### src/rtl/vic_pkg.sv
package vic_pkg;
  typedef enum logic [1:0] {
    SENSE_RISE = 2'd0,
    SENSE_FALL = 2'd1,
    SENSE_HIGH = 2'd2,
    SENSE_LOW  = 2'd3
  } sense_e;

  localparam logic [2:0] REG_STATUS  = 3'd0;
  localparam logic [2:0] REG_PENDING = 3'd1;
  localparam logic [2:0] REG_ENABLE  = 3'd2;
  localparam logic [2:0] REG_ACK     = 3'd3;
  localparam logic [2:0] REG_SET_EN  = 3'd4;
  localparam logic [2:0] REG_CLR_EN  = 3'd5;
  localparam logic [2:0] REG_VECTOR  = 3'd6;
  localparam logic [2:0] REG_MASTER  = 3'd7;

  // line n gets sense n mod 4
  function automatic logic [63:0] default_sense();
    logic [63:0] v;
    for (int n = 0; n < 32; n++) v[2*n +: 2] = 2'(n % 4);
    return v;
  endfunction
endpackage

### src/rtl/vic_sense.sv
module vic_sense #(
  parameter logic [1:0] MODE = vic_pkg::SENSE_RISE
) (
  input  logic clk_i,
  input  logic rst_ni,
  input  logic line_i,
  output logic event_o
);
  logic prev_q;

  always_ff @(posedge clk_i or negedge rst_ni) begin
    if (!rst_ni) prev_q <= 1'b0;
    else         prev_q <= line_i;
  end

  generate
    if (MODE == vic_pkg::SENSE_RISE) begin : g_rise
      assign event_o = line_i & ~prev_q;
    end else if (MODE == vic_pkg::SENSE_FALL) begin : g_fall
      assign event_o = ~line_i & prev_q;
    end else if (MODE == vic_pkg::SENSE_HIGH) begin : g_high
      assign event_o = line_i;
    end else begin : g_low
      assign event_o = ~line_i;
    end
  endgenerate
endmodule

### src/rtl/vic_prio.sv
module vic_prio #(
  parameter int N  = 32,
  parameter int IW = $clog2(N)
) (
  input  logic [N-1:0]  req_i,
  output logic          valid_o,
  output logic [IW-1:0] idx_o
);
  // lowest index wins: scan downward so the last hit is the lowest
  always_comb begin
    valid_o = 1'b0;
    idx_o   = '0;
    for (int i = N - 1; i >= 0; i--) begin
      if (req_i[i]) begin
        valid_o = 1'b1;
        idx_o   = IW'(i);
      end
    end
  end
endmodule

### src/rtl/vec_irq_ctrl.sv
module vec_irq_ctrl #(
  parameter int                   N_IRQ = 32,
  parameter int                   DW    = 32,
  parameter int                   AW    = 3,
  parameter logic [2*N_IRQ-1:0]   SENSE = (2*N_IRQ)'(vic_pkg::default_sense())
) (
  input  logic             clk_i,
  input  logic             rst_ni,
  input  logic [N_IRQ-1:0] irq_i,
  input  logic             wr_en_i,
  input  logic [AW-1:0]    addr_i,
  input  logic [DW-1:0]    wr_data_i,
  output logic [DW-1:0]    rd_data_o,
  output logic             irq_o
);
  import vic_pkg::*;

  localparam int IW = (N_IRQ > 1) ? $clog2(N_IRQ) : 1;

  logic [N_IRQ-1:0] status_q, en_q, ev, pending, wmask, ack_mask, en_d;
  logic [1:0]       mer_q;
  logic             vec_valid;
  logic [IW-1:0]    vec_idx;
  logic [2:0]       reg_sel;

  assign reg_sel = 3'(addr_i);
  assign wmask   = wr_data_i[N_IRQ-1:0];

  for (genvar g = 0; g < N_IRQ; g++) begin : g_line
    vic_sense #(.MODE(SENSE[2*g +: 2])) u_sense (
      .clk_i  (clk_i),
      .rst_ni (rst_ni),
      .line_i (irq_i[g]),
      .event_o(ev[g])
    );
  end

  assign ack_mask = (wr_en_i && reg_sel == REG_ACK) ? wmask : '0;

  always_comb begin
    en_d = en_q;
    if (wr_en_i) begin
      unique case (reg_sel)
        REG_ENABLE: en_d = wmask;
        REG_SET_EN: en_d = en_q | wmask;
        REG_CLR_EN: en_d = en_q & ~wmask;
        default:    en_d = en_q;
      endcase
    end
  end

  always_ff @(posedge clk_i or negedge rst_ni) begin
    if (!rst_ni) begin
      status_q <= '0;
      en_q     <= '0;
      mer_q    <= '0;
    end else begin
      status_q <= (status_q & ~ack_mask) | ev;  // new event beats ack
      en_q     <= en_d;
      if (wr_en_i && reg_sel == REG_MASTER) mer_q <= wr_data_i[1:0];
    end
  end

  assign pending = status_q & en_q;

  vic_prio #(.N(N_IRQ), .IW(IW)) u_prio (
    .req_i  (pending),
    .valid_o(vec_valid),
    .idx_o  (vec_idx)
  );

  assign irq_o = (&mer_q) & vec_valid;

  always_comb begin
    unique case (reg_sel)
      REG_STATUS:  rd_data_o = DW'(status_q);
      REG_PENDING: rd_data_o = DW'(pending);
      REG_ENABLE:  rd_data_o = DW'(en_q);
      REG_VECTOR:  rd_data_o = vec_valid ? DW'(vec_idx) : {DW{1'b1}};
      REG_MASTER:  rd_data_o = DW'(mer_q);
      default:     rd_data_o = '0;
    endcase
  end
endmodule

### config.mk
export PLATFORM = sky130hd
export DESIGN_NAME = vec_irq_ctrl
export DESIGN_NICKNAME = d
export VERILOG_FILES = /design/src/rtl/vic_pkg.sv /design/src/rtl/vic_sense.sv /design/src/rtl/vic_prio.sv /design/src/rtl/vec_irq_ctrl.sv
export SDC_FILE = /design/constraint.sdc
export NUM_CORES = 1
export LEC_CHECK = 0
export BUFFER_PORTS_ARGS = -buffer_cell sky130_fd_sc_hd__buf_2
export CORE_ASPECT_RATIO = 0.75
export CORE_MARGIN = 2
export CORE_UTILIZATION = 50
export CTS_BUF_LIST = sky130_fd_sc_hd__clkbuf_4 sky130_fd_sc_hd__clkbuf_8
export DETAILED_ROUTE_END_ITERATION = 12
export HOLD_SLACK_MARGIN = 0.15
export PLACE_DENSITY = 0.72
export SYNTH_ARGS = -nofsm -noshare
export SYNTH_HDL_FRONTEND = slang
export SYNTH_SLANG_ARGS = --single-unit
### constraint.sdc
create_clock -name clk_i -period 4.4 [get_ports clk_i]
set_clock_uncertainty 0.2 [all_clocks]
set_input_delay 0.88 -clock clk_i [delete_from_list [all_inputs] [get_ports clk_i]]
set_output_delay 0.88 -clock clk_i [all_outputs]
set_load 0.01 [all_outputs]
==> out/results.tsv <==
metric	value	unit
synth warn	0	
clock root buffer	clkbuf_8	
Worst Path Required	3.32	ns
ys async rst share	100	%
# fillers	885	
crit path cell chain	buf_2 -> buf_4 -> inv_1 -> a32oi_1 -> o22ai_1 -> a221oi_1 -> o41ai_1 -> buf_2	
Period Utilization, post-route	88.5	%
H-tree depth	3	
max-slew violation count	0	
RSZ-0062 raised after global routing	false	
Hold WC Path Type	reg2reg	
Initial DRC Count	445	
Area after DPL	0.00545	mm^2
number of global-route vias before repair	4465	
Slew Limit Headroom	29.4	%
grt total ovfl	0	
CP Launch Type	input port	
first-pass GRT wire length	22.4	mm
initial antenna violation count	0	
sequential cell area	0.00205	mm^2
Max-Cap Viols	0	
Synth cell types	52	
met1 Usage GRT	37.9	%
hpwl dp	9.58	mm
footprint of the multi-input gates	0.00256	mm^2
I/O Pins	103	
Post-CTS Resized	0	
drt pass-1 iters	5	
most frequent cell after synthesis	nand2_1	
I/O Buffers	102	
Reg-to-Reg Start	en_q[24]	
CP endpoint kind	output port	
final core occ	59.3	%
flop-to-flop setup slack	3.21	ns
CP max stage delay	0.47	ns
n_diodes	0	
#FFs+latches synth	82	
largest cells by area after synthesis	dfrtp_1 (42%), nand2_1 (10%), a21oi_1 (6.2%)	
CP max FO	45	
Post-Syn Instances	571	
Worst Hold Endpoint	status_q[16]	
largest net degree at the start of global routing	83	
Mapped Avg Cell Area	8.51	um^2
Die Height	89.4	um
met3 usage	5.36	%
CTS Buf Count	9	
# setup viols final	0	
GRT Util Overall	26.9	%
area grow syn2layout	16.4	%
number of nets in the layout	728	
# DRC	0	
WP data arrival	2.82	ns
min-delay src	g_line[16].u_sense.prev_q	
Most Crowded Layer GR	met2	
ys flop type	dfrtp_1	
DR vias/cell	6.04	
Reg2Reg Depth	2	
routed wire length	13.9	mm
CP Buf/Inv Count	4	
delay-heaviest family, CP	buffers and inverters	
setup_tns	0	ns
P_leak	2.56	nW
CTS tree	built	
routed length per instance	17.5	um
row count	31	
layout cells sized above 1	24.3	%
Core ar.	0.00954	mm^2
Hold Path Stages	1	
post-route cell area	0.00566	mm^2
Yosys top cell by area	dfrtp_1	
CP most frequent cell	buf_2	
Max Root-Sink Buffers	2	
pwr dens	361	mW/mm^2
Post-Syn Area	0.00486	mm^2
Seq/Total Area, Yosys	42.2	%
die width	118	um
Worst path slowest cell	buf_4	
via count	4795	
CP Class	in2out	
reg-to-reg endpoint	en_q[24]	
peak supply drop	0.000174	V
post-CTS setup buffer count	0	
Die ar.	0.0105	mm^2
number of hold buffers added after CTS	0	
final hold vios	0	
number of flops mapped to enable cells by yosys	0	
Syn Nets	641	
Worst Tran Pin Value	1.06	ns
ANT nets after route	0	
met2 GRT Util	41.8	%
share of the synthesized area in the top cell type	42.2	%
Clock Pin Slew Worst Setup and Hold Paths	0.08	ns
status	completed	
Achievable Freq	257	MHz
initial core utilization	50.9	%
Period minus WS final	3.90	ns
Worst-Skew Late Latency	0.36	ns
RePlAce Congestion	0.903	
Synth top cells by count	nand2_1 (133), dfrtp_1 (82), a21oi_1 (60)	
CTS Sinks	82	
-- registers in the layout (all words and copies together) (netlist names) --
name / cells
en_q: 32
g_line.u_sense.prev_q: 16
mer_q: 2
status_q: 32
-- cell type report --
type / instances / area share, %
inverter: 20 / 1.33
clock buffer: 10 / 2.32
clock inverter: 5 / 1.42
multi-input combinational: 433 / 45.3
sequential: 82 / 36.3
timing repair buffer: 112 / 10.4
tap: 132 / 2.92
-- where the power goes --
part | switching (mW) | internal (mW)
sequential | 0.0983 | 0.829
combinational | 0.289 | 0.219
clock | 0.284 | 0.322
total | 0.671 | 1.37
-- stage by stage --
step                hold WS [ns]  instances  worst slack, ns  total power [mW]
floorplan                  0.200        571             1.38              1.25
global placement           0.202        779            0.595              1.42
detailed placement         0.208        779            0.554              1.44
CTS                        0.219        794            0.562              2.05
global route               0.235        794            0.313              2.16
finish                     0.215        794            0.505              2.04
-- worst max path at each step --
stage              endpoint      start  slack [ns]  depth (start not counted)
6_report       rd_data_o[0]  addr_i[1]        0.50                          8
5_1_grt        rd_data_o[0]  addr_i[1]        0.31                          8
4_1_cts        rd_data_o[0]  addr_i[1]        0.56                          8
3_5_place_dp   rd_data_o[0]  addr_i[1]        0.55                          8
3_3_place_gp   rd_data_o[0]  addr_i[1]        0.60                          8
2_1_floorplan  rd_data_o[2]  addr_i[1]        1.38                          6
-- layout by cell type (no fill, tap or decap), types with 13 or more instances in the layout --
| cell | Yosys | final |
|---|---|---|
| mux2i_1 | 19 | 19 |
| dfrtp_1 | 82 | 82 |
| o21ai_0 | 48 | 48 |
| nand2_1 | 133 | 133 |
| buf_2 | 15 | 101 |
| a21oi_1 | 60 | 60 |
| a32oi_1 | 16 | 16 |
| inv_1 | 19 | 19 |
| nand2b_1 | 13 | 13 |
| o21ai_2 | 20 | 20 |
| o22ai_1 | 13 | 13 |
-- metal layers --
metal | up-vias | wire length, um | part of all wire (%)
li1 | 2261 | - | -
met1 | 2279 | 6460 | 46
met2 | 218 | 6160 | 44
met3 | 37 | 976 | 7.0
met4 | 0 | 320 | 2.3
met5 | - | 0 | 0
-- logic make-up (layout without fill, tap and decap cells) --
kind of cell / count (synthesis) / after routing / synth area share (%)
compound gates: 229 / 229 / 31.7
simple gates: 183 / 183 / 16.7
flops: 82 / 82 / 42.2
buf+inv: 56 / 147 / 5.02
mux: 21 / 21 / 4.38
(Power assumes the default switching activity.)
